## src/rtl/snw_pkg.sv

```systemverilog
package snw_pkg;
  localparam int STAT_W      = 8;
  localparam int BIT_BUSY    = 7;
  localparam int BIT_LASTWR  = 6;
  localparam int BIT_LASTRD  = 5;
  localparam int BIT_ANACK   = 2;

  typedef struct packed {
    logic busy;
    logic last_wr;
    logic last_rd;
  } bus_flags_t;

  function automatic logic [STAT_W-1:0] pack_status(input bus_flags_t f, input logic anack);
    logic [STAT_W-1:0] s;
    s = '0;
    if (anack) begin
      s[BIT_ANACK] = 1'b1;
    end else begin
      s[BIT_BUSY]   = f.busy;
      s[BIT_LASTWR] = f.last_wr;
      s[BIT_LASTRD] = f.last_rd;
    end
    return s;
  endfunction
endpackage

```

## src/rtl/snw_arm_ctrl.sv

```systemverilog
module snw_arm_ctrl (
  input  logic clk,
  input  logic rst,
  input  logic arm_cmd,
  input  logic clear_cmd,
  input  logic byte_bound,
  input  logic wake_fire,
  output logic active_q,
  output logic active_d
);
  logic pend_q, pend_d;

  always_comb begin
    if (clear_cmd)              pend_d = 1'b0;
    else if (arm_cmd)           pend_d = 1'b1;
    else if (byte_bound)        pend_d = 1'b0;
    else                        pend_d = pend_q;

    if (clear_cmd || wake_fire)    active_d = 1'b0;
    else if (byte_bound && pend_q) active_d = 1'b1;
    else                           active_d = active_q;
  end

  always_ff @(posedge clk) begin
    if (rst) begin
      pend_q   <= 1'b0;
      active_q <= 1'b0;
    end else begin
      pend_q   <= pend_d;
      active_q <= active_d;
    end
  end
endmodule

```

## src/rtl/snw_addr_match.sv

```systemverilog
module snw_addr_match #(
  parameter int ADDR_W = 7
) (
  input  logic              clk,
  input  logic              rst,
  input  logic [ADDR_W-1:0] own_addr,
  input  logic [ADDR_W:0]   addr_byte,
  input  logic              addr_valid,
  input  logic              nack_done,
  input  logic              stop_evt,
  input  logic              clear_cmd,
  input  logic              sleeping,
  input  logic              active_q,
  output logic              wake_fire,
  output logic              wake_q
);
  logic hold_q, hold_d;
  logic hit;

  assign hit       = addr_valid && active_q && sleeping && (addr_byte[ADDR_W:1] == own_addr);
  assign wake_fire = hold_q && nack_done;

  always_comb begin
    if (clear_cmd || stop_evt || wake_fire) hold_d = 1'b0;
    else if (hit)                           hold_d = 1'b1;
    else                                    hold_d = hold_q;
  end

  always_ff @(posedge clk) begin
    if (rst) begin
      hold_q <= 1'b0;
      wake_q <= 1'b0;
    end else begin
      hold_q <= hold_d;
      wake_q <= wake_fire;
    end
  end
endmodule

```

## src/rtl/snw_stat_track.sv

```systemverilog
module snw_stat_track
  import snw_pkg::*;
(
  input  logic              clk,
  input  logic              rst,
  input  logic              start_evt,
  input  logic              stop_evt,
  input  logic              addr_valid,
  input  logic              addr_dir,
  input  logic              active_q,
  input  logic              active_d,
  output logic [STAT_W-1:0] status_q
);
  bus_flags_t fl_q, fl_d;

  always_comb begin
    fl_d = fl_q;
    if (start_evt)     fl_d.busy = 1'b1;
    else if (stop_evt) fl_d.busy = 1'b0;
    if (addr_valid && !active_q) begin
      fl_d.last_rd = addr_dir;
      fl_d.last_wr = ~addr_dir;
    end
  end

  always_ff @(posedge clk) begin
    if (rst) begin
      fl_q     <= '0;
      status_q <= '0;
    end else begin
      fl_q     <= fl_d;
      status_q <= pack_status(fl_d, active_d);
    end
  end
endmodule

```

## src/rtl/sleep_nack_waker.sv

```systemverilog
module sleep_nack_waker
  import snw_pkg::*;
#(
  parameter int ADDR_W = 7
) (
  input  logic              clk,
  input  logic              rst,
  input  logic [ADDR_W-1:0] own_addr,
  input  logic [ADDR_W:0]   addr_byte,
  input  logic              addr_valid,
  input  logic              byte_bound,
  input  logic              nack_done,
  input  logic              start_evt,
  input  logic              stop_evt,
  input  logic              sleeping,
  input  logic              arm_cmd,
  input  logic              clear_cmd,
  output logic              force_nack,
  output logic              wake_pulse,
  output logic [STAT_W-1:0] status
);
  logic active_q, active_d, wake_fire;

  snw_arm_ctrl u_arm (
    .clk(clk), .rst(rst), .arm_cmd(arm_cmd), .clear_cmd(clear_cmd),
    .byte_bound(byte_bound), .wake_fire(wake_fire),
    .active_q(active_q), .active_d(active_d)
  );

  snw_addr_match #(.ADDR_W(ADDR_W)) u_match (
    .clk(clk), .rst(rst), .own_addr(own_addr), .addr_byte(addr_byte),
    .addr_valid(addr_valid), .nack_done(nack_done), .stop_evt(stop_evt),
    .clear_cmd(clear_cmd), .sleeping(sleeping), .active_q(active_q),
    .wake_fire(wake_fire), .wake_q(wake_pulse)
  );

  snw_stat_track u_stat (
    .clk(clk), .rst(rst), .start_evt(start_evt), .stop_evt(stop_evt),
    .addr_valid(addr_valid), .addr_dir(addr_byte[0]),
    .active_q(active_q), .active_d(active_d), .status_q(status)
  );

  assign force_nack = active_q;
endmodule

```

## config.mk

```make
export PLATFORM = sky130hd
export DESIGN_NAME = sleep_nack_waker
export DESIGN_NICKNAME = d
export VERILOG_FILES = /design/src/rtl/snw_pkg.sv /design/src/rtl/snw_arm_ctrl.sv /design/src/rtl/snw_addr_match.sv /design/src/rtl/snw_stat_track.sv /design/src/rtl/sleep_nack_waker.sv
export SDC_FILE = /design/constraint.sdc
export NUM_CORES = 1
export LEC_CHECK = 0
export ABC_AREA = 1
export BUFFER_PORTS_ARGS = -buffer_cell sky130_fd_sc_hd__buf_4
export CORE_UTILIZATION = 38
export DETAILED_ROUTE_END_ITERATION = 12
export GPL_ROUTABILITY_DRIVEN = 0
export PLACE_DENSITY_LB_ADDON = 0.2
export SLEW_MARGIN = 40
export SYNTH_ARGS = -nofsm -noshare
export SYNTH_HDL_FRONTEND = slang
export SYNTH_SLANG_ARGS = --single-unit
export TNS_END_PERCENT = 30
```

## constraint.sdc

```tcl
create_clock -name clk -period 1.1 [get_ports clk]
set_input_delay 0.22 -clock clk [delete_from_list [all_inputs] [get_ports clk]]
set_output_delay 0.22 -clock clk [all_outputs]
set_load 0.02 [all_outputs]
```

==> impl_results.html, run 1 <==
<table>
<tr><th>Metric</th><th>Value</th></tr>
<tr><th colspan="2">Die</th></tr>
<tr><td>Number of cell rows</td><td>12</td></tr>
<tr><td>Area enclosed by the die boundary</td><td>1480 um2</td></tr>
<tr><td>Core outline area</td><td>1170 um2</td></tr>
<tr><td>Die Y-Extent</td><td>38.5 um</td></tr>
<tr><td>Top-level I/O count</td><td>35</td></tr>
<tr><td>Overall die width</td><td>38.5 um</td></tr>
<tr><td>Starting density of the core</td><td>43.3%</td></tr>
<tr><th colspan="2">Status</th></tr>
<tr><td>Outcome</td><td>finished clean</td></tr>
<tr><th colspan="2">STA</th></tr>
<tr><td>RSZ-0062 raised after global routing</td><td>false</td></tr>
<tr><td>Hold violation total from the final report</td><td>0</td></tr>
<tr><td>Final period demand of the worst path</td><td>1.03 ns</td></tr>
<tr><td>Final number of setup-violating endpoints</td><td>0</td></tr>
<tr><td>Number of slew-limit violations in the final report</td><td>0</td></tr>
<tr><td>Fmax</td><td>975 MHz</td></tr>
<tr><td>Worst-case clock skew</td><td>0.00465 ns</td></tr>
<tr><td>Total negative slack for setup checks</td><td>0 ns</td></tr>
<tr><td>Fraction of the cycle the final worst path needs</td><td>93.2%</td></tr>
<tr><td>Worst-case hold slack</td><td>0.134 ns</td></tr>
<tr><th colspan="2">Global routing</th></tr>
<tr><td>Vias in the first global route</td><td>418</td></tr>
<tr><td>Total global routing overflow</td><td>0</td></tr>
<tr><td>Largest net degree at the start of global routing</td><td>10</td></tr>
<tr><td>Total routing usage reported by global routing</td><td>15.7%</td></tr>
<tr><td>Number of antenna violations at the first check in global routing</td><td>0</td></tr>
<tr><td>Global-route wire length before repair</td><td>1.51 mm</td></tr>
<tr><th colspan="2">Clock tree</th></tr>
<tr><td>Number of hold-repair buffers added at the cts stage</td><td>0</td></tr>
<tr><td>Total CTS buffers</td><td>3</td></tr>
<tr><td>Clk slew on worst S/H paths</td><td>0.06 ns</td></tr>
<tr><td>Maximum level of the CTS H-tree</td><td>1</td></tr>
<tr><td>CTS tree</td><td>built</td></tr>
<tr><td>Clock latency of the later-clocked register in the worst-skew pair</td><td>0.27 ns</td></tr>
<tr><td>CTS Root Buffer Type</td><td>sky130_fd_sc_hd__clkbuf_4</td></tr>
<tr><td>Clock tree buffer depth</td><td>2</td></tr>
<tr><td>Post-CTS setup buffer count</td><td>0</td></tr>
<tr><td>Number of instances resized during post-cts repair</td><td>1</td></tr>
<tr><td>Number of clock sinks seen by CTS</td><td>10</td></tr>
<tr><th colspan="2">Worst setup path</th></tr>
<tr><td>Sort of element at the end of the critical path</td><td>primary output</td></tr>
<tr><td>Cell with the largest stage delay on the worst path</td><td>sky130_fd_sc_hd__dfxtp_2</td></tr>
<tr><td>Setup Crit Path Kind</td><td>flop to primary output</td></tr>
<tr><td>Arrival @ worst endpoint</td><td>0.81 ns</td></tr>
<tr><td>CP Data Required Time</td><td>0.88 ns</td></tr>
<tr><td>Kind of cell with the highest combined delay on the critical path</td><td>flip-flops</td></tr>
<tr><td>Startpoint kind of the worst setup timing path</td><td>flop</td></tr>
<tr><td>Internal reg-to-reg setup slack</td><td>0.14 ns</td></tr>
<tr><td>Cell-by-cell listing of the critical path</td><td>buf_4</td></tr>
<tr><td>Total buffers and inverters traversed by the critical path</td><td>1</td></tr>
<tr><td>Peak fanout along the critical path</td><td>6</td></tr>
<tr><td>Crit-path max cell delay</td><td>0.38 ns</td></tr>
<tr><th colspan="2">Placement</th></tr>
<tr><td>Cell area reported after detailed placement</td><td>719 um2</td></tr>
<tr><td>Detailed-placement wirelength estimate</td><td>807 um</td></tr>
<tr><td>Total instance count after detailed placement</td><td>114</td></tr>
<tr><td>Number of I/O port buffers</td><td>30</td></tr>
<tr><th colspan="2">Drt</th></tr>
<tr><td>Wire per inst</td><td>7.88 um</td></tr>
<tr><td>Total Wirelength</td><td>930 um</td></tr>
<tr><td>Drt via density</td><td>4.30</td></tr>
<tr><td>Routed via count</td><td>507</td></tr>
<tr><td>First drt pass iteration count</td><td>2</td></tr>
<tr><td>Antenna Violating Nets Remaining</td><td>0</td></tr>
<tr><td>DRC</td><td>0</td></tr>
<tr><td>Initial drt markers</td><td>6</td></tr>
<tr><th colspan="2">Power and ir drop</th></tr>
<tr><td>Pint</td><td>675 uW</td></tr>
<tr><td>Fraction of power spent switching nets</td><td>23.3%</td></tr>
<tr><td>Leakage component of the power</td><td>0.000406 uW</td></tr>
<tr><td>Power share of the sequential group</td><td>43.6%</td></tr>
<tr><td>Clock Power Share</td><td>36.8%</td></tr>
<tr><td>Switch Pwr</td><td>205 uW</td></tr>
<tr><td>Worst-case vdd ir drop</td><td>987 uV</td></tr>
<tr><td>PD cells</td><td>1160 nW/um2</td></tr>
<tr><td>Share of power burned in combinational logic</td><td>19.5%</td></tr>
<tr><th colspan="2">Synthesis</th></tr>
<tr><td>Synthesis warning total</td><td>0</td></tr>
<tr><td>Library cells used by synthesis</td><td>15</td></tr>
<tr><td>Synth top area share</td><td>39.5%</td></tr>
<tr><td>Cell area after technology mapping</td><td>507 um2</td></tr>
<tr><td>Mean instance size in the synthesized netlist</td><td>6.94 um2</td></tr>
<tr><td>Post-synthesis register bit count</td><td>10</td></tr>
<tr><td>Cell type with the largest total area after synthesis</td><td>sky130_fd_sc_hd__dfxtp_1</td></tr>
<tr><td>Area contributors post-synth</td><td>sky130_fd_sc_hd__dfxtp_1 40%, sky130_fd_sc_hd__nand2_1 10%, sky130_fd_sc_hd__inv_1 9.6%</td></tr>
<tr><td>Instance count of the mapped netlist</td><td>73</td></tr>
<tr><td>Register area share after synthesis</td><td>39.5%</td></tr>
<tr><th colspan="2">Hold path</th></tr>
<tr><td>Path type of the worst min-delay path</td><td>primary input to flop</td></tr>
<tr><th colspan="2">Final layout</th></tr>
<tr><td>Area of the multi-input gates</td><td>228 um2</td></tr>
<tr><td>Ratio of cells with drive above 1 in the final layout</td><td>34.6%</td></tr>
<tr><td># fillers</td><td>112</td></tr>
<tr><td>Commonest non-fill, non-tap cells in the layout</td><td>30 x sky130_fd_sc_hd__buf_4, 14 x sky130_fd_sc_hd__nand2_1, 13 x sky130_fd_sc_hd__inv_1</td></tr>
<tr><td>Post-layout utilization of the core</td><td>64.6%</td></tr>
<tr><td>Area Overhead vs Synth</td><td>49.4%</td></tr>
<tr><td>Footprint of the flip-flops and latches</td><td>201 um2</td></tr>
<tr><td>Filler-free cell count of the finished design</td><td>118</td></tr>
<tr><td>Net count, final</td><td>130</td></tr>
<tr><td>Most frequent standard cell in the layout excluding fill and tap cells</td><td>sky130_fd_sc_hd__buf_4</td></tr>
<tr><td>Number of antenna diodes</td><td>0</td></tr>
<tr><td>Post-route cell area</td><td>757 um2</td></tr>
<tr><th colspan="2">Job</th></tr>
<tr><td>Max-cap violations</td><td>0</td></tr>
</table>
[registers in the layout, summed over array words and instances (netlist names)]
signal and flops:
u_arm.active_q 1, u_arm.pend_q 1, u_match.hold_q 1, u_match.wake_q 1, u_stat.fl_q 3, u_stat.status_q 3
[layout make-up]
type	count	area share [%]
timing repair buffer	30	29.8
sequential	10	26.6
multi-input combinational	47	30.1
clock buffer	4	4.79
inverter	13	6.45
tap	14	2.31
[Yosys cell counts]
cell type and count:
sky130_fd_sc_hd__nand2_1 14, sky130_fd_sc_hd__inv_1 13, sky130_fd_sc_hd__nor2_1 11, sky130_fd_sc_hd__dfxtp_1 10, sky130_fd_sc_hd__buf_4 5, sky130_fd_sc_hd__a21oi_1 4, sky130_fd_sc_hd__xnor2_1 4, sky130_fd_sc_hd__nor3_1 3
sky130_fd_sc_hd__nand3_1 2, sky130_fd_sc_hd__nor4_1 2, sky130_fd_sc_hd__clkbuf_1 1, sky130_fd_sc_hd__conb_1 1, sky130_fd_sc_hd__nor3b_2 1, sky130_fd_sc_hd__o21bai_1 1, sky130_fd_sc_hd__or2_1 1
[layer usage]
layer / GRT usage [%] / part of all wire (%) / vias to the layer above
met5: 0 / 0 / -
li1: - / - / 276
met2: 25.4 / 53 / 19
met3: 10.5 / 8.9 / 2
met4: 5.17 / 0.86 / 0
met1: 16.0 / 37 / 210
[through the flow]
step	total power, uW	setup WS, ns
floorplan	486	0.0651
global placement	562	0.0984
detailed placement	565	0.0809
finish	880	0.0746
CTS	888	0.0712
global route	935	0.0313
[logic make-up after synthesis]
family	Yosys count	synth area share, %
buf+inv	19	17.8
flops	10	39.5
compound gates	5	5.43
xor+xnor	4	6.91
other cells	1	0.740
simple gates	34	29.6
[power by group through the flow]
stage               combinational, uW  sequential, uW  clock [uW]
floorplan                        84.3             402           0
global placement                  170             392           0
detailed placement                173             392           0
CTS                               174             384         331
global route                      192             385         358
finish                            172             384         324
[final timing paths]
path	startpoint	endpoint	depth (start not counted)
max	u_arm.active_q	status[2]	1
min	clear_cmd	u_arm.active_q	2
max reg2reg	u_match.hold_q	u_stat.status_q[7]	5
min reg2reg	u_match.hold_q	u_match.hold_q	2
Power figures use the tool's default switching activity.
==> inputs of run 2 (changes only) <==
Settings changed: CTS_CLUSTER_SIZE from default to 12, REMOVE_ABC_BUFFERS from default to 1.
==> impl_results.html, run 2 (synthesized netlist as in run 1, its figures left out) <==
<table>
<tr><th>Metric</th><th>Value</th></tr>
<tr><th colspan="2">Status</th></tr>
<tr><td>Outcome</td><td>finished clean</td></tr>
<tr><th colspan="2">Power and ir drop</th></tr>
<tr><td>Pint</td><td>675 uW (about the same)</td></tr>
<tr><td>Clock Power Share</td><td>36.8% (about the same)</td></tr>
<tr><td>Leakage component of the power</td><td>0.000406 uW (unchanged)</td></tr>
<tr><td>Power share of the sequential group</td><td>43.7% (about the same)</td></tr>
<tr><td>PD cells</td><td>1160 nW/um2 (about the same)</td></tr>
<tr><td>Final total power</td><td>879 uW (about the same)</td></tr>
<tr><td>Share of power burned in combinational logic</td><td>19.5% (about the same)</td></tr>
<tr><td>Worst-case vdd ir drop</td><td>789 uV (-20%)</td></tr>
<tr><td>Fraction of power spent switching nets</td><td>23.3% (about the same)</td></tr>
<tr><td>Switch Pwr</td><td>205 uW (about the same)</td></tr>
<tr><th colspan="2">Worst setup path</th></tr>
<tr><td>Cell-by-cell listing of the critical path</td><td>buf_4</td></tr>
<tr><td>Cell with the largest stage delay on the worst path</td><td>sky130_fd_sc_hd__dfxtp_2</td></tr>
<tr><td>Setup Crit Path Kind</td><td>flop to primary output</td></tr>
<tr><td>Startpoint kind of the worst setup timing path</td><td>flop</td></tr>
<tr><td>Peak fanout along the critical path</td><td>6 (unchanged)</td></tr>
<tr><td>CP Data Required Time</td><td>0.88 ns (about the same)</td></tr>
<tr><td>Total buffers and inverters traversed by the critical path</td><td>1 (unchanged)</td></tr>
<tr><td>Crit-path max cell delay</td><td>0.38 ns (about the same)</td></tr>
<tr><td>Arrival @ worst endpoint</td><td>0.81 ns (about the same)</td></tr>
<tr><td>Kind of cell with the highest combined delay on the critical path</td><td>flip-flops</td></tr>
<tr><td>Sort of element at the end of the critical path</td><td>primary output</td></tr>
<tr><th colspan="2">Global routing</th></tr>
<tr><td>Most used routing layer in global routing</td><td>met2</td></tr>
<tr><td>Met2 capacity usage during global routing</td><td>25.8% (+0.42 points)</td></tr>
<tr><td>Total global routing overflow</td><td>0 (unchanged)</td></tr>
<tr><td>Met1 Track Usage GR</td><td>17.9% (+1.9 points)</td></tr>
<tr><td>Met3 routing resource usage after global routing</td><td>10.5% (unchanged)</td></tr>
<tr><td>Largest net degree at the start of global routing</td><td>10 (unchanged)</td></tr>
<tr><td>Global-route wire length before repair</td><td>1.61 mm (+6.8%)</td></tr>
<tr><td>Number of antenna violations at the first check in global routing</td><td>0 (unchanged)</td></tr>
<tr><td>Total routing usage reported by global routing</td><td>16.4% (+0.76 points)</td></tr>
<tr><td>Vias in the first global route</td><td>427 (+2.2%)</td></tr>
<tr><th colspan="2">Die</th></tr>
<tr><td>Starting density of the core</td><td>43.3% (unchanged)</td></tr>
<tr><td>Core outline area</td><td>1170 um2 (unchanged)</td></tr>
<tr><td>Number of cell rows</td><td>12 (unchanged)</td></tr>
<tr><td>Area enclosed by the die boundary</td><td>1480 um2 (unchanged)</td></tr>
<tr><td>Overall die width</td><td>38.5 um (unchanged)</td></tr>
<tr><td>Top-level I/O count</td><td>35 (unchanged)</td></tr>
<tr><td>Die Y-Extent</td><td>38.5 um (unchanged)</td></tr>
<tr><th colspan="2">STA</th></tr>
<tr><td>Final critical-path setup slack</td><td>0.0731 ns (-0.00150 ns)</td></tr>
<tr><td>Worst-case hold slack</td><td>0.137 ns (+0.00237 ns)</td></tr>
<tr><td>Worst-case clock skew</td><td>0.00390 ns (-0.000741 ns)</td></tr>
<tr><td>Fraction of the cycle the final worst path needs</td><td>93.4% (+0.14 points)</td></tr>
<tr><td>Fmax</td><td>974 MHz (-0.15%)</td></tr>
<tr><td>Total negative slack for setup checks</td><td>0 ns (unchanged)</td></tr>
<tr><td>RSZ-0062 raised after global routing</td><td>false</td></tr>
<tr><td>Hold violation total from the final report</td><td>0 (unchanged)</td></tr>
<tr><td>Number of slew-limit violations in the final report</td><td>0 (unchanged)</td></tr>
<tr><td>Final period demand of the worst path</td><td>1.03 ns (+0.00150 ns)</td></tr>
<tr><td>Final number of setup-violating endpoints</td><td>0 (unchanged)</td></tr>
<tr><th colspan="2">Drt</th></tr>
<tr><td>Initial drt markers</td><td>5 (-1)</td></tr>
<tr><td>Drt via density</td><td>4.31 (+0.20%)</td></tr>
<tr><td>Total Wirelength</td><td>934 um (+0.43%)</td></tr>
<tr><td>DRC</td><td>0 (unchanged)</td></tr>
<tr><td>Wire per inst</td><td>7.92 um (+0.43%)</td></tr>
<tr><td>Antenna Violating Nets Remaining</td><td>0 (unchanged)</td></tr>
<tr><td>Routed via count</td><td>508 (+0.20%)</td></tr>
<tr><td>First drt pass iteration count</td><td>4 (+2)</td></tr>
<tr><th colspan="2">Clock tree</th></tr>
<tr><td>Clk slew on worst S/H paths</td><td>0.06 ns (about the same)</td></tr>
<tr><td>Total CTS buffers</td><td>3 (unchanged)</td></tr>
<tr><td>Number of clock sinks seen by CTS</td><td>10 (unchanged)</td></tr>
<tr><td>Post-CTS setup buffer count</td><td>0 (unchanged)</td></tr>
<tr><td>CTS Root Buffer Type</td><td>sky130_fd_sc_hd__clkbuf_4</td></tr>
<tr><td>CTS tree</td><td>built</td></tr>
<tr><td>Clock latency of the later-clocked register in the worst-skew pair</td><td>0.27 ns (about the same)</td></tr>
<tr><td>Clock tree buffer depth</td><td>2 (unchanged)</td></tr>
<tr><td>Number of hold-repair buffers added at the cts stage</td><td>0 (unchanged)</td></tr>
<tr><td>Number of instances resized during post-cts repair</td><td>1 (unchanged)</td></tr>
<tr><td>Maximum level of the CTS H-tree</td><td>1 (unchanged)</td></tr>
<tr><th colspan="2">Hold path</th></tr>
<tr><td>Path type of the worst min-delay path</td><td>primary input to flop</td></tr>
<tr><th colspan="2">Final layout</th></tr>
<tr><td>Biggest registers after layout</td><td>u_stat.fl_q x3, u_stat.status_q x3</td></tr>
<tr><td>Ratio of cells with drive above 1 in the final layout</td><td>34.6% (unchanged)</td></tr>
<tr><td>Commonest non-fill, non-tap cells in the layout</td><td>30 x sky130_fd_sc_hd__buf_4, 14 x sky130_fd_sc_hd__nand2_1, 13 x sky130_fd_sc_hd__inv_1</td></tr>
<tr><td>Area Overhead vs Synth</td><td>49.4% (unchanged)</td></tr>
<tr><td>Post-route cell area</td><td>757 um2 (unchanged)</td></tr>
<tr><td>Number of antenna diodes</td><td>0 (unchanged)</td></tr>
<tr><td>Net count, final</td><td>130 (unchanged)</td></tr>
<tr><td>Most frequent standard cell in the layout excluding fill and tap cells</td><td>sky130_fd_sc_hd__buf_4</td></tr>
<tr><th colspan="2">Placement</th></tr>
<tr><td>Minimum setup slack after placement</td><td>0.0588 ns (-0.0221 ns)</td></tr>
<tr><td>Number of I/O port buffers</td><td>30 (unchanged)</td></tr>
<tr><td>Detailed-placement wirelength estimate</td><td>784 um (-2.9%)</td></tr>
<tr><td>Cell area reported after detailed placement</td><td>719 um2 (unchanged)</td></tr>
<tr><th colspan="2">Job</th></tr>
<tr><td>Max-cap violations</td><td>0 (unchanged)</td></tr>
</table>
==> run 2: cell counts in the layout (fill, tap and decap cells not counted) <==
No cell type changed its count.
==> run 2: through the flow <==
step           util (%)  cells
2_1_floorplan         -     70
3_3_place_gp       61.4    114
3_5_place_dp       61.4    114
4_1_cts            64.6    118
5_1_grt            64.6    118
6_report           64.6    118
==> run 2: power by group through the flow <==
stage | registers [uW] | logic (uW) | clock network, uW
after floorplan | 402 | 68.1 | 0
after global placement | 392 | 170 | 0
after detailed placement | 392 | 174 | 0
after CTS | 384 | 174 | 336
after global routing | 385 | 192 | 360
final | 384 | 172 | 324
==> run 2: routing by layer <==
metal / vias to the layer above / wire, um
met5: - / 0
met4: 0 / 8
met3: 2 / 79
met2: 21 / 462
met1: 213 / 384
li1: 272 / -
==> run 2: area by class of cell <==
type                    count  area [um2]
clock buffers               4        36.3
fillers                   115         414
inverters                  13        48.8
multi-input cells          47         228
flip-flops and latches     10         201
well taps                  14        17.5
repair buffers             30         225
==> run 2: path summary, 6_finish.rpt <==
| check | from | end | slack [ns] | cells past startpoint |
|---|---|---|---|---|
| max | u_arm.active_q | force_nack | 0.07 | 1 |
| min | clear_cmd | u_arm.active_q | 0.14 | 2 |
| max reg2reg | u_arm.active_q | u_stat.status_q[7] | 0.13 | 4 |
| min reg2reg | u_match.hold_q | u_match.hold_q | 0.45 | 2 |
==> inputs of run 3 (changes only) <==
Settings changed: CORE_AREA from default to 2 2 39 41, CORE_UTILIZATION 38 to default, CTS_BUF_LIST from default to sky130_fd_sc_hd__clkbuf_8, DIE_AREA from default to 0 0 41 43.
==> impl_results.html, run 3 (synthesized netlist as in run 1, its figures left out) <==
<table>
<tr><th>Metric</th><th>Value</th></tr>
<tr><th colspan="2">Job</th></tr>
<tr><td>Max-cap violations</td><td>0 (unchanged)</td></tr>
<tr><th colspan="2">Final layout</th></tr>
<tr><td>Area Overhead vs Synth</td><td>53.6%</td></tr>
<tr><td>Most frequent standard cell in the layout excluding fill and tap cells</td><td>sky130_fd_sc_hd__buf_4</td></tr>
<tr><td>Number of antenna diodes</td><td>0 (unchanged)</td></tr>
<tr><td>Commonest non-fill, non-tap cells in the layout</td><td>30 x sky130_fd_sc_hd__buf_4, 14 x sky130_fd_sc_hd__nand2_1, 13 x sky130_fd_sc_hd__inv_1</td></tr>
<tr><td>Filler-free cell count of the finished design</td><td>120 (+1.7%)</td></tr>
<tr><td>Net count, final</td><td>130 (unchanged)</td></tr>
<tr><td>Ratio of cells with drive above 1 in the final layout</td><td>34.6% (unchanged)</td></tr>
<tr><td>Biggest registers after layout</td><td>u_stat.fl_q x3, u_stat.status_q x3</td></tr>
<tr><th colspan="2">STA</th></tr>
<tr><td>Total negative slack for setup checks</td><td>0 ns (unchanged)</td></tr>
<tr><td>Number of slew-limit violations in the final report</td><td>0 (unchanged)</td></tr>
<tr><td>Worst-case hold slack</td><td>0.180 ns (+0.0436 ns)</td></tr>
<tr><td>Final number of setup-violating endpoints</td><td>0 (unchanged)</td></tr>
<tr><td>Hold violation total from the final report</td><td>0 (unchanged)</td></tr>
<tr><td>Fmax</td><td>1010 MHz (+3.6%)</td></tr>
<tr><td>Final period demand of the worst path</td><td>0.991 ns (-0.0359 ns)</td></tr>
<tr><td>RSZ-0062 raised after global routing</td><td>false</td></tr>
<tr><td>Worst-case clock skew</td><td>0.00133 ns (-0.00258 ns)</td></tr>
<tr><td>Fraction of the cycle the final worst path needs</td><td>90.1% (-3.3 points)</td></tr>
<tr><th colspan="2">Die</th></tr>
<tr><td>Starting density of the core</td><td>36.6% (-6.7 points)</td></tr>
<tr><td>Core outline area</td><td>1380 um2 (+18%)</td></tr>
<tr><td>Overall die width</td><td>41 um (+6.5%)</td></tr>
<tr><td>Number of cell rows</td><td>14 (+2)</td></tr>
<tr><td>Top-level I/O count</td><td>35 (unchanged)</td></tr>
<tr><td>Area enclosed by the die boundary</td><td>1760 um2 (+19%)</td></tr>
<tr><td>Die Y-Extent</td><td>43 um (+12%)</td></tr>
<tr><th colspan="2">Drt</th></tr>
<tr><td>Total Wirelength</td><td>1.00 mm (+7.5%)</td></tr>
<tr><td>Drt via density</td><td>4.33 (+0.66%)</td></tr>
<tr><td>Initial drt markers</td><td>3 (-2)</td></tr>
<tr><td>Wire per inst</td><td>8.37 um (+5.7%)</td></tr>
<tr><td>Antenna Violating Nets Remaining</td><td>0 (unchanged)</td></tr>
<tr><td>DRC</td><td>0 (unchanged)</td></tr>
<tr><td>First drt pass iteration count</td><td>3 (-1)</td></tr>
<tr><td>Routed via count</td><td>520 (+2.4%)</td></tr>
<tr><th colspan="2">Power and ir drop</th></tr>
<tr><td>Leakage component of the power</td><td>0.000413 uW (+1.9%)</td></tr>
<tr><td>Final total power</td><td>1010 uW (+15%)</td></tr>
<tr><td>PD cells</td><td>1300 nW/um2 (+12%)</td></tr>
<tr><td>Worst-case vdd ir drop</td><td>582 uV (-26%)</td></tr>
<tr><th colspan="2">Global routing</th></tr>
<tr><td>Global-route wire length before repair</td><td>1.65 mm (+2.2%)</td></tr>
<tr><td>Total global routing overflow</td><td>0 (unchanged)</td></tr>
<tr><td>Number of antenna violations at the first check in global routing</td><td>0 (unchanged)</td></tr>
<tr><td>Vias in the first global route</td><td>455 (+6.6%)</td></tr>
<tr><td>Total routing usage reported by global routing</td><td>13.9% (-2.5 points)</td></tr>
<tr><td>Largest net degree at the start of global routing</td><td>10 (unchanged)</td></tr>
<tr><th colspan="2">Clock tree</th></tr>
<tr><td>CTS tree</td><td>built</td></tr>
<tr><td>Clock tree buffer depth</td><td>2 (unchanged)</td></tr>
<tr><td>Clock latency of the later-clocked register in the worst-skew pair</td><td>0.23 ns (-0.04 ns)</td></tr>
<tr><td>Number of hold-repair buffers added at the cts stage</td><td>0 (unchanged)</td></tr>
<tr><td>Clk slew on worst S/H paths</td><td>0.05 ns (about the same)</td></tr>
<tr><td>Total CTS buffers</td><td>3 (unchanged)</td></tr>
<tr><td>Number of clock sinks seen by CTS</td><td>10 (unchanged)</td></tr>
<tr><td>CTS Root Buffer Type</td><td>sky130_fd_sc_hd__clkbuf_8</td></tr>
<tr><td>Maximum level of the CTS H-tree</td><td>1 (unchanged)</td></tr>
<tr><th colspan="2">Worst setup path</th></tr>
<tr><td>Peak fanout along the critical path</td><td>3 (-3)</td></tr>
<tr><td>Sort of element at the end of the critical path</td><td>flop</td></tr>
<tr><td>Crit-path max cell delay</td><td>0.30 ns (-0.08 ns)</td></tr>
<tr><td>CP Data Required Time</td><td>1.22 ns (+0.34 ns)</td></tr>
<tr><td>R2r worst-path depth</td><td>5 (+1)</td></tr>
<tr><td>Startpoint kind of the worst setup timing path</td><td>flop</td></tr>
<tr><td>Setup Crit Path Kind</td><td>flop to flop</td></tr>
<tr><td>Kind of cell with the highest combined delay on the critical path</td><td>simple AND/OR/NAND/NOR gates</td></tr>
<tr><td>Cell with the largest stage delay on the worst path</td><td>sky130_fd_sc_hd__dfxtp_1</td></tr>
<tr><td>Arrival @ worst endpoint</td><td>1.11 ns (+0.30 ns)</td></tr>
<tr><td>End of the worst register-to-register path</td><td>u_stat.status_q[7]</td></tr>
<tr><td>Internal reg-to-reg setup slack</td><td>0.11 ns (-0.02 ns)</td></tr>
<tr><td>Startpoint of the most critical register-to-register path</td><td>u_match.hold_q</td></tr>
<tr><td>Cell-by-cell listing of the critical path</td><td>nand2_1 &gt; inv_1 &gt; nor3_1 &gt; or2_1 &gt; nor2_1</td></tr>
<tr><td>Total buffers and inverters traversed by the critical path</td><td>1 (unchanged)</td></tr>
<tr><th colspan="2">Hold path</th></tr>
<tr><td>Worst Hold Endpoint</td><td>u_arm.active_q</td></tr>
<tr><td>Path type of the worst min-delay path</td><td>primary input to flop</td></tr>
<tr><td>Number of cells on the worst hold path</td><td>2 (unchanged)</td></tr>
<tr><td>Source of the worst hold timing path</td><td>clear_cmd</td></tr>
<tr><th colspan="2">Status</th></tr>
<tr><td>Outcome</td><td>finished clean</td></tr>
<tr><th colspan="2">Placement</th></tr>
<tr><td>Total instance count after detailed placement</td><td>116 (+1.8%)</td></tr>
<tr><td>Detailed-placement wirelength estimate</td><td>825 um (+5.2%)</td></tr>
<tr><td>Number of I/O port buffers</td><td>30 (unchanged)</td></tr>
</table>
==> run 3: cell count changes in the layout (fill, tap and decap cells not counted) <==
cell                       before  now
sky130_fd_sc_hd__clkbuf_8       1    4
sky130_fd_sc_hd__clkbuf_4       3    0
==> run 3: timing repair <==
action,in CTS,in global routing
setup buffers,0,0
endpoints found under the setup margin,0,2
resized for setup,0,1
==> run 3: cell type report <==
| cell class | count | area (um2) |
|---|---|---|
| Multi-Input combinational cell | 47 | 228 |
| Timing Repair Buffer | 30 | 225 |
| Fill cell | 142 | 606 |
| Clock buffer | 4 | 55.1 |
| Inverter | 13 | 48.8 |
| Sequential cell | 10 | 201 |
| Tap cell | 16 | 20.0 |
==> run 3: routing by layer <==
layer	wire length (um)	global-route usage [%]	vias to the layer above
li1	-	-	272
met1	398	15.0	223
met2	488	22.2	20
met3	78	3.14	5
met4	38	10.0	0
met5	0	0	-
==> run 3: worst max path at each step <==
stage | start | end | slack [ns] | depth (start not counted)
2_1_floorplan | u_arm.active_q | u_stat.status_q[7] | -0.06 | 4
3_3_place_gp | u_arm.active_q | u_match.hold_q | 0.11 | 6
3_5_place_dp | nack_done | u_stat.status_q[7] | 0.09 | 6
4_1_cts | u_arm.active_q | status[2] | 0.04 | 1
5_1_grt | u_match.hold_q | u_stat.status_q[7] | 0.000009 | 5
6_report | u_match.hold_q | u_stat.status_q[7] | 0.11 | 5
==> run 3: metrics by stage <==
step	util [%]	worst slack [ns]	area, um2
after detailed placement	52.2	0.0931	722
after floorplan	-	-0.0634	477
final	56.2	0.109	778
after global placement	52.2	0.114	722
after CTS	56.1	0.0361	777
after global routing	56.2	0.00000877	778
==> run 3: power breakdown <==
group | switching, uW | leakage, uW | internal [uW] | total (uW)
sequential | 5.33 | 0.0000827 | 380 | 386
combinational | 77.6 | 0.000302 | 94.8 | 172
clock | 136 | 0.0000288 | 314 | 450
==> run 3: worst reg2reg max path, cell delays in order (launching register included) <==
cell                      delay, ns
sky130_fd_sc_hd__dfxtp_1       0.30
sky130_fd_sc_hd__nand2_1       0.09
sky130_fd_sc_hd__inv_1         0.06
sky130_fd_sc_hd__nor3_1        0.23
sky130_fd_sc_hd__or2_1         0.16
sky130_fd_sc_hd__nor2_1        0.04
